===== src/rtl/crb_pkg.sv =====
package crb_pkg;

    typedef enum logic {
        RUN_HALT   = 1'b0,
        RUN_ACTIVE = 1'b1
    } run_state_t;

    typedef enum logic [1:0] {
        LB_NORMAL   = 2'b00,
        LB_INTERNAL = 2'b01,
        LB_EXTERNAL = 2'b10,
        LB_OTHER    = 2'b11
    } lb_mode_t;

    typedef struct packed {
        logic mii_lp;
        logic intl;
        logic no_fcs;
        logic loop_en;
        logic no_tx;
        logic no_rx;
    } mode_t;

    localparam int unsigned MODE_W    = $bits(mode_t);
    localparam int unsigned ADR_MODE  = 0;
    localparam int unsigned ADR_IBLO  = 1;
    localparam int unsigned ADR_IBHI  = 2;
    localparam int unsigned ADR_IBLO2 = 3;
    localparam int unsigned ADR_IBHI2 = 4;
    localparam int unsigned ADR_RXBUF = 5;

endpackage


===== src/rtl/crb_mode_reg.sv =====
module crb_mode_reg
    import crb_pkg::*;
(
    input  logic              clk,
    input  logic              hard_rst,
    input  logic              soft_rst,
    input  logic              cfg_open,
    input  logic              wr_sel,
    input  logic [MODE_W-1:0] wdata,
    output mode_t             mode_q
);

    always_ff @(posedge clk) begin
        if (hard_rst) begin
            mode_q <= '0;
        end else if (soft_rst) begin
            mode_q.loop_en <= 1'b0;
        end else if (wr_sel && cfg_open) begin
            mode_q <= mode_t'(wdata);
        end
    end

    // closed window or no write leaves the mode register as it was
    a_r1_closed_hold: assert property (@(posedge clk) disable iff (hard_rst)
        (!soft_rst && !(wr_sel && cfg_open)) |=> $stable(mode_q));

    // hard reset clears every mode bit
    a_r2_hard_clear: assert property (@(posedge clk)
        hard_rst |=> (mode_q == '0));

    // soft reset clears loop enable only
    a_r3_soft_loop: assert property (@(posedge clk) disable iff (hard_rst)
        soft_rst |=> (!mode_q.loop_en &&
                      $stable({mode_q.mii_lp, mode_q.intl, mode_q.no_fcs,
                               mode_q.no_tx, mode_q.no_rx})));

endmodule


===== src/rtl/crb_addr_regs.sv =====
module crb_addr_regs #(
    parameter int unsigned FIELD_W = 16,
    parameter int unsigned N_ALIAS = 2
) (
    input  logic               clk,
    input  logic               hard_rst,
    input  logic               soft_rst,
    input  logic               cfg_open,
    input  logic [N_ALIAS-1:0] wr_iba,
    input  logic               wr_rx,
    input  logic [FIELD_W-1:0] wdata,
    output logic [FIELD_W-1:0] iba_q [N_ALIAS],
    output logic [FIELD_W-1:0] rxbuf_q
);

    logic wr_ok;
    assign wr_ok = cfg_open && !hard_rst && !soft_rst;

    for (genvar gi = 0; gi < N_ALIAS; gi++) begin : g_iba
        always_ff @(posedge clk) begin
            if (hard_rst) begin
                iba_q[gi] <= '0;
            end else if (wr_ok && wr_iba[gi]) begin
                iba_q[gi] <= wdata;
            end
        end

        // hard reset clears each initialization-address register
        a_r2_iba_clear: assert property (@(posedge clk)
            hard_rst |=> (iba_q[gi] == '0));

        // soft reset leaves the initialization-address register alone
        a_r3_iba_soft: assert property (@(posedge clk) disable iff (hard_rst)
            soft_rst |=> $stable(iba_q[gi]));

        // no accepted write, no change
        a_r1_iba_closed: assert property (@(posedge clk) disable iff (hard_rst)
            (!cfg_open || !wr_iba[gi]) |=> $stable(iba_q[gi]));
    end

    // receive-buffer address: immune to every reset
    always_ff @(posedge clk) begin
        if (wr_ok && wr_rx) begin
            rxbuf_q <= wdata;
        end
    end

endmodule


===== src/rtl/crb_run_fsm.sv =====
module crb_run_fsm
    import crb_pkg::*;
(
    input  logic clk,
    input  logic hard_rst,
    input  logic soft_rst,
    input  logic stop_i,
    input  logic strt_i,
    input  logic no_tx,
    input  logic no_rx,
    output logic tx_on,
    output logic rx_on
);

    run_state_t state_q;
    run_state_t state_d;

    always_comb begin
        state_d = state_q;
        unique case (state_q)
            RUN_HALT: begin
                if (!stop_i && strt_i) state_d = RUN_ACTIVE;
            end
            RUN_ACTIVE: begin
                if (stop_i) state_d = RUN_HALT;
            end
        endcase
    end

    always_ff @(posedge clk) begin
        if (hard_rst || soft_rst) begin
            state_q <= RUN_HALT;
        end else begin
            state_q <= state_d;
        end
    end

    always_comb begin
        tx_on = 1'b0;
        rx_on = 1'b0;
        unique case (state_q)
            RUN_HALT: begin
                tx_on = 1'b0;
                rx_on = 1'b0;
            end
            RUN_ACTIVE: begin
                tx_on = !no_tx;
                rx_on = !no_rx;
            end
        endcase
    end

    // start without stop or reset enters the active state
    a_r6_start: assert property (@(posedge clk) disable iff (hard_rst)
        (strt_i && !stop_i && !soft_rst) |=> (state_q == RUN_ACTIVE));

    // stop or soft reset halts at the next edge
    a_r6_stop: assert property (@(posedge clk) disable iff (hard_rst)
        (stop_i || soft_rst) |=> (!tx_on && !rx_on));

    // disabled receiver never reports running
    a_r7_rx_off: assert property (@(posedge clk) disable iff (hard_rst)
        no_rx |-> !rx_on);

endmodule


===== src/rtl/ctrl_reg_bank.sv =====
module ctrl_reg_bank
    import crb_pkg::*;
#(
    parameter int unsigned DATA_W  = 32,
    parameter int unsigned ADDR_W  = 3,
    parameter int unsigned FIELD_W = 16
) (
    input  logic              clk,
    input  logic              hard_rst,
    input  logic              soft_rst,
    input  logic              stop_i,
    input  logic              spnd_i,
    input  logic              strt_i,
    input  logic [ADDR_W-1:0] addr,
    input  logic [DATA_W-1:0] wdata,
    input  logic              wr_en,
    input  logic              rd_en,
    output logic [DATA_W-1:0] rdata,
    input  logic              frame_add_fcs,
    input  logic              auto_pad,
    input  logic              fdx_cfg,
    output logic              tx_on,
    output logic              rx_on,
    output logic [1:0]        lpbk_mode,
    output logic              full_duplex,
    output logic              fcs_append
);

    localparam logic [ADDR_W-1:0] A_MODE  = ADDR_W'(ADR_MODE);
    localparam logic [ADDR_W-1:0] A_IBLO  = ADDR_W'(ADR_IBLO);
    localparam logic [ADDR_W-1:0] A_IBHI  = ADDR_W'(ADR_IBHI);
    localparam logic [ADDR_W-1:0] A_IBLO2 = ADDR_W'(ADR_IBLO2);
    localparam logic [ADDR_W-1:0] A_IBHI2 = ADDR_W'(ADR_IBHI2);
    localparam logic [ADDR_W-1:0] A_RXBUF = ADDR_W'(ADR_RXBUF);
    localparam int unsigned       N_ALIAS = 2;

    logic               cfg_open;
    mode_t              mode_q;
    logic [FIELD_W-1:0] iba_q [N_ALIAS];
    logic [FIELD_W-1:0] rxbuf_q;
    logic [N_ALIAS-1:0] wr_iba;
    logic               wr_mode;
    logic               wr_rx;
    logic [DATA_W-1:0]  rd_val;
    logic               unused_hi;

    assign cfg_open  = stop_i || spnd_i;
    assign unused_hi = ^wdata[DATA_W-1:FIELD_W];

    // host write decode; aliases fold onto the same storage
    always_comb begin
        wr_mode = 1'b0;
        wr_iba  = '0;
        wr_rx   = 1'b0;
        if (wr_en) begin
            unique case (addr)
                A_MODE:           wr_mode   = 1'b1;
                A_IBLO, A_IBLO2:  wr_iba[0] = 1'b1;
                A_IBHI, A_IBHI2:  wr_iba[1] = 1'b1;
                A_RXBUF:          wr_rx     = 1'b1;
                default:          ;
            endcase
        end
    end

    crb_mode_reg u_mode (
        .clk      (clk),
        .hard_rst (hard_rst),
        .soft_rst (soft_rst),
        .cfg_open (cfg_open),
        .wr_sel   (wr_mode),
        .wdata    (wdata[MODE_W-1:0]),
        .mode_q   (mode_q)
    );

    crb_addr_regs #(
        .FIELD_W (FIELD_W),
        .N_ALIAS (N_ALIAS)
    ) u_addr (
        .clk      (clk),
        .hard_rst (hard_rst),
        .soft_rst (soft_rst),
        .cfg_open (cfg_open),
        .wr_iba   (wr_iba),
        .wr_rx    (wr_rx),
        .wdata    (wdata[FIELD_W-1:0]),
        .iba_q    (iba_q),
        .rxbuf_q  (rxbuf_q)
    );

    crb_run_fsm u_run (
        .clk      (clk),
        .hard_rst (hard_rst),
        .soft_rst (soft_rst),
        .stop_i   (stop_i),
        .strt_i   (strt_i),
        .no_tx    (mode_q.no_tx),
        .no_rx    (mode_q.no_rx),
        .tx_on    (tx_on),
        .rx_on    (rx_on)
    );

    // read mux
    always_comb begin
        rd_val = '0;
        unique case (addr)
            A_MODE:          rd_val = DATA_W'(mode_q);
            A_IBLO, A_IBLO2: rd_val = DATA_W'(iba_q[0]);
            A_IBHI, A_IBHI2: rd_val = DATA_W'(iba_q[1]);
            A_RXBUF:         rd_val = DATA_W'(rxbuf_q);
            default:         rd_val = '0;
        endcase
    end

    always_ff @(posedge clk) begin
        if (hard_rst) begin
            rdata <= '0;
        end else begin
            rdata <= rd_en ? rd_val : '0;
        end
    end

    // loopback decode from (loop_en, intl, mii_lp)
    always_comb begin
        unique case ({mode_q.loop_en, mode_q.intl, mode_q.mii_lp})
            3'b000:  lpbk_mode = LB_NORMAL;
            3'b001:  lpbk_mode = LB_INTERNAL;
            3'b100:  lpbk_mode = LB_EXTERNAL;
            default: lpbk_mode = LB_OTHER;
        endcase
    end

    assign full_duplex = mode_q.loop_en ? 1'b1 : fdx_cfg;

    // fixed priority: auto-pad, then per-frame request, then stored disable
    always_comb begin
        if (auto_pad) begin
            fcs_append = 1'b1;
        end else if (frame_add_fcs) begin
            fcs_append = 1'b1;
        end else begin
            fcs_append = !mode_q.no_fcs;
        end
    end

    // internal loop only reported with loop enable clear
    a_r4_internal: assert property (@(posedge clk) disable iff (hard_rst)
        (lpbk_mode == LB_INTERNAL) |-> (!mode_q.loop_en && mode_q.mii_lp));

    // loopback forces full duplex
    a_r5_fdx: assert property (@(posedge clk) disable iff (hard_rst)
        mode_q.loop_en |-> full_duplex);

    // either override flag forces the append
    a_r8_override: assert property (@(posedge clk) disable iff (hard_rst)
        (auto_pad || frame_add_fcs) |-> fcs_append);

    // upper half of mapped address registers reads zero
    a_r10_upper_zero: assert property (@(posedge clk) disable iff (hard_rst)
        (rd_en && addr >= A_IBLO && addr <= A_RXBUF) |=> (rdata[DATA_W-1:FIELD_W] == '0));

    // unmapped reads return zero
    a_r11_unmapped: assert property (@(posedge clk) disable iff (hard_rst)
        (rd_en && addr > A_RXBUF) |=> (rdata == '0));

    // no strobe, zero data
    a_r12_idle_zero: assert property (@(posedge clk) disable iff (hard_rst)
        !rd_en |=> (rdata == '0));

endmodule


===== config.mk =====
export PLATFORM = sky130hd
export DESIGN_NAME = ctrl_reg_bank
export DESIGN_NICKNAME = d
export VERILOG_FILES = /design/src/rtl/crb_pkg.sv /design/src/rtl/crb_mode_reg.sv /design/src/rtl/crb_addr_regs.sv /design/src/rtl/crb_run_fsm.sv /design/src/rtl/ctrl_reg_bank.sv
export SDC_FILE = /design/constraint.sdc
export NUM_CORES = 1
export LEC_CHECK = 0
export BUFFER_PORTS_ARGS = -buffer_cell sky130_fd_sc_hd__buf_2
export CAP_MARGIN = 10
export CORE_MARGIN = 3
export CORE_UTILIZATION = 52
export DETAILED_ROUTE_END_ITERATION = 8
export MAX_ROUTING_LAYER = met4
export PLACE_DENSITY = 0.91
export SLEW_MARGIN = 10
export SYNTH_ARGS = -nofsm -noshare
export SYNTH_HDL_FRONTEND = slang
export SYNTH_SLANG_ARGS = --single-unit

===== constraint.sdc =====
create_clock -name clk -period 3.4 [get_ports clk]
set_input_delay 0.68 -clock clk [delete_from_list [all_inputs] [get_ports clk]]
set_output_delay 0.68 -clock clk [all_outputs]
set_load 0.02 [all_outputs]

== After elaboration in Yosys (flattened, before gate mapping) ==
Cells that the tools add are included.

* Flip-flop bits (word level): 87
* Logic and storage cells: 60

* Equal/unequal tests: 7
* Muxes and demuxes: 17
* Bitwise gates (word level): 3
* Reduce and logical (&&, ||, !) cells: 22

{| class="wikitable"
|+ Operators with widths
! cell !! number
|-
| case mux 16 bit (4 select lines) || 1
|-
| 2-to-1 mux 1 bit || 11
|-
| == test 3 bit (second input constant) || 3
|-
| OR reduction 2 bit || 4
|-
| logical AND 1 bit || 7
|-
| == test 3 x 1 -> 1 bit (second input constant) || 2
|-
| == test 3 x 2 -> 1 bit (second input constant) || 2
|-
| logical NOT 1 bit || 6
|-
| logical NOT 3 bit || 2
|-
| case mux 1 bit (2 select lines) || 3
|-
| case mux 2 bit (3 select lines) || 1
|-
| NOT 1 bit || 3
|-
| logical OR 1 bit || 2
|-
| 2-to-1 mux 2 bit || 1
|-
| AND reduction 2 bit || 1
|}

== Logic depth before layout (Yosys ltp) ==
* Depth after elaboration: 5
* Gate-level depth with buffers: 5

== Cells and area by module ==
From an unflattened synthesis, not the netlist that was laid out.

* Cells, all modules: 312
* Area, all modules: 3379.5 sq um

{| class="wikitable"
|+ By module, submodules not included
! module !! times used !! cells an instance !! area an instance (sq um)
|-
| crb_addr_regs || 1 || 142 || 1855.5
|-
| ctrl_reg_bank || 1 || 138 || 1196.1
|-
| crb_mode_reg || 1 || 27 || 279.0
|-
| crb_run_fsm || 1 || 5 || 48.8
|}

== Least setup slack after synthesis ==
Ideal clock, no wire load.

* Kind: input port to flip-flop
* From: input port hard_rst
* To: register u_addr.rxbuf_q[0], enable pin
* Library setup time: 409 ps
* Arrival: 2337 ps
* Data required time: 2991 ps
* Path slack: 654 ps
* Stages on the path: 3
* Path buffers: 1
* Cells stage by stage: clkbuf_1 or2_2 nor3_1

* Cells in the longest elaborated chain, start to end: 4

{| class="wikitable"
|+ Ends and longest elaborated chain
! item !! line !! text
|-
| from (decl) || ctrl_reg_bank.sv:9 || <nowiki>input logic hard_rst,</nowiki>
|-
| logical NOT 1 bit || crb_addr_regs.sv:17 || <nowiki>assign wr_ok = cfg_open && !hard_rst && !soft_rst;</nowiki>
|-
| logical AND 1 bit (2 in series) || crb_addr_regs.sv:17 ||
|-
| logical AND 1 bit || crb_addr_regs.sv:43 || <nowiki>if (wr_ok && wr_rx) begin</nowiki>
|-
| to (signal assigned) || crb_addr_regs.sv:44 || <nowiki>rxbuf_q <= wdata;</nowiki>
|-
| to (decl) || crb_addr_regs.sv:13 || <nowiki>output logic [FIELD_W-1:0] rxbuf_q</nowiki>
|}

No other way between the ends.
A chain may end at the register's enable or synchronous reset.

== Worst setup path after layout ==
* From: input port hard_rst
* To: register u_addr.iba_q[22] (netlist bit)

* Cells in the longest elaborated chain, start to end: 4

{| class="wikitable"
|+ Ends and longest elaborated chain
! item !! line !! text
|-
| logical NOT 1 bit || crb_addr_regs.sv:17 ||
|-
| logical AND 1 bit (2 in series) || crb_addr_regs.sv:17 ||
|-
| logical AND 1 bit || crb_addr_regs.sv:23 || <nowiki>end else if (wr_ok && wr_iba[gi]) begin</nowiki>
|-
| to (signal, indexed assignment) || crb_addr_regs.sv:24 || <nowiki>iba_q[gi] <= wdata;</nowiki>
|-
| to (decl) || crb_addr_regs.sv:12 || <nowiki>output logic [FIELD_W-1:0] iba_q [N_ALIAS],</nowiki>
|}

Parallel ways exist; a longest one is shown, timed or not.

==> flow_metrics.env <==
export IMPL_run_status="complete, no violations"
export IMPL_routed_via_count=2485
export IMPL_root_buffer="clkbuf_8"
export IMPL_start_kind="input port"
export IMPL_syn_avg_cell_area_um2=9.93
export IMPL_htreeDepth=3
export IMPL_ys_seq_area_share_pct=50.6
export IMPL_design_die_area_um2=6980
export IMPL_placed_cells=422
export IMPL_topRoutingLayerUsed="met4"
export IMPL_overflow=0
export IMPL_clk_latency_ns=0.35
export IMPL_fp_coreArea_um2=5680
export IMPL_grt_pass1_vias=2383
export IMPL_viasPerCell=5.67
export IMPL_die_h_um=83.5
export IMPL_cts_hold_buf=0
export IMPL_crit_type="input port to register"
export IMPL_remaining_drc_errors=0
export IMPL_post_cts_buffers=0
export IMPL_rows=27
export IMPL_met2WireLength_mm=3.67
export IMPL_drtIter0Drc=248
export IMPL_firstDrtPassIters=4
export IMPL_async_flop_share_pct=0
export IMPL_dp_slack_ns=1.00
export IMPL_layout_common_cells="dfxtp_1, buf_2, o21ai_0, a21oi_1, nor2b_1"
export IMPL_n_antenna_cell=0
export IMPL_multi_input_area_um2=1380
export IMPL_ys_warn_count=0
export IMPL_dieWidth_um=83.5
export IMPL_r2r_start="u_addr.rxbuf_q[9]$_DFFE_PP_"
export IMPL_grt_pass1_wl_mm=11.7
export IMPL_netlist_area_um2=3130
export IMPL_grt_usage_pct=21.5
export IMPL_clock_sinks=71
export IMPL_startpoint="hard_rst"
export IMPL_drv_slew=0
export IMPL_hold_violations=0
export IMPL_min_path_cells=2
export IMPL_fin_ws_ns=1.34
export IMPL_fin_crit_sh_pct=60.5
export IMPL_portBuffers=51
export IMPL_antenna_found_initial=0
export IMPL_endpoint_kind="register"
export IMPL_synth_edff_count=16
export IMPL_clkTransAtPathRegs_ns=0.08
export IMPL_maxSlewHeadroom_pct=35.4
export IMPL_setup_viol_count_final=0
export IMPL_ff_latch_area_um2=1580
export IMPL_finClkSkew_ns=0.00728
export IMPL_p_leak_uw=0.00148
export IMPL_start_util_pct=55.1
export IMPL_synthFlopType="dfxtp_1"
export IMPL_min_path_type="register to register"
export IMPL_fill_cells=445
export IMPL_areaGrowthSynthToFinish_pct=14.0
export IMPL_dr_wl_met3_um=637
export IMPL_cts_buffers=9
export IMPL_r2r_cells=3
export IMPL_arrival_ns=2.29
export IMPL_layout_commonest_cell="dfxtp_1"
export IMPL_drv_cap=0
export IMPL_layout_drive_gt1_share_pct=25.4
export IMPL_critPathRequiredTime_ns=3.63
export IMPL_ioPinCount=84
export IMPL_cts_resized=0
export IMPL_powerDensity_nw_per_um2=474
export IMPL_fin_nets=407
export IMPL_met1Wirelength_mm=2.78
export IMPL_tns_ns=0
export IMPL_fmax_ghz=0.486
export IMPL_grt_max_degree=40
export IMPL_yosysUniqueCellTypes=31
export IMPL_hold_ws_ns=0.463
export IMPL_crit_fanout=19
export IMPL_detail_route_antenna_nets=0
export IMPL_netlist_instances=315
export IMPL_stdcell_count=438
export IMPL_wirelength_mm=7.25
export IMPL_wire_per_inst_um=16.6
export IMPL_worst_pin_slew_ns=0.961
export IMPL_clk_path_buf_depth=2
export IMPL_gp_congestion=0.783
export IMPL_ys_seq_elements=71
export IMPL_cts_tree="done"
export IMPL_fin_crit_ns=2.06
export IMPL_rsz0062_at_grt="no"
export IMPL_hold_start="u_addr.iba_q[4]$_SDFFE_PP0P_"
export IMPL_ir_worst_vdd_v=0.000253
export IMPL_dp_hpwl_mm=4.50
-- flip-flops by register name (all words and copies together), names as in the netlist --
signal / cells
rdata: 16
u_mode.mode_q: 6
u_addr.iba_q: 32
u_run.state_q: 1
u_addr.rxbuf_q: 16
-- cell usage after synthesis (2+ instances only) --
library cell  count  area [µm²]
o21ai_0          34         170
buf_2             2        10.0
mux2_4            5        75.1
dfxtp_1          55        1100
a21oi_1          33         165
a32oi_1           6        52.6
nand2_1          15        56.3
nor2b_1          29         181
nor3_1            4        20.0
inv_1             2        7.51
mux2i_1           9        90.1
buf_6             2        22.5
or2_2             4        25.0
nor2_1            3        11.3
nand3_1          28         140
buf_4            16         120
or3_1             2        12.5
and3b_1          16         140
edfxtp_1         16         480
mux2_2            6        67.6
clkbuf_1         18        67.6
-- worst max-delay path, stage by stage --
cell	delay [ns]
buf_2	0.19
buf_4	0.25
or4b_1	0.76
o21ai_0	0.29
a21oi_1	0.11
-- metal layers --
metal,vias to the layer above,global-route usage [%]
met3,16,5.23
met4,0,8.19
li1,1182,-
met1,1151,24.5
met5,-,-
met2,136,36.5
-- final timing paths --
path | endpoint | slack (ns)
worst max-delay path | u_addr.iba_q[22]$_SDFFE_PP0P_ | 1.34
worst min-delay path | u_addr.iba_q[4]$_SDFFE_PP0P_ | 0.46
worst max register to register | rdata[9]$_SDFF_PP0_ | 2.36
worst min register to register | u_addr.iba_q[4]$_SDFFE_PP0P_ | 0.46
-- power breakdown --
group	internal, µW	switching (µW)
clock	355	318
combinational	41.9	100
sequential	871	4.26
-- kinds of logic after synthesis --
group	after synthesis	share of synthesized area [%]
compound gates	76	13.2
xor+xnor	1	0.520
buf+inv	41	7.40
flops	71	50.6
mux	20	7.44
other cells	1	0.120
simple gates	105	20.8
-- metrics by stage --
step	total power [µW]	util (%)	instance area (µm²)
2_1_floorplan	996	-	3180
3_3_place_gp	1030	59.3	3370
3_5_place_dp	1030	59.3	3370
4_1_cts	1690	62.8	3560
5_1_grt	1740	62.8	3560
6_report	1690	62.8	3560
-- final cells by class --
| type | count | share of cell area, % |
|---|---|---|
| Clock buffer | 10 | 3.86 |
| Clock inverter | 6 | 1.69 |
| Inverter | 3 | 0.316 |
| Multi-Input combinational cell | 218 | 38.6 |
| Sequential cell | 71 | 44.4 |
| Tap cell | 72 | 2.53 |
| Timing Repair Buffer | 58 | 8.64 |
Note: power is estimated with default switching activity, not from simulation.
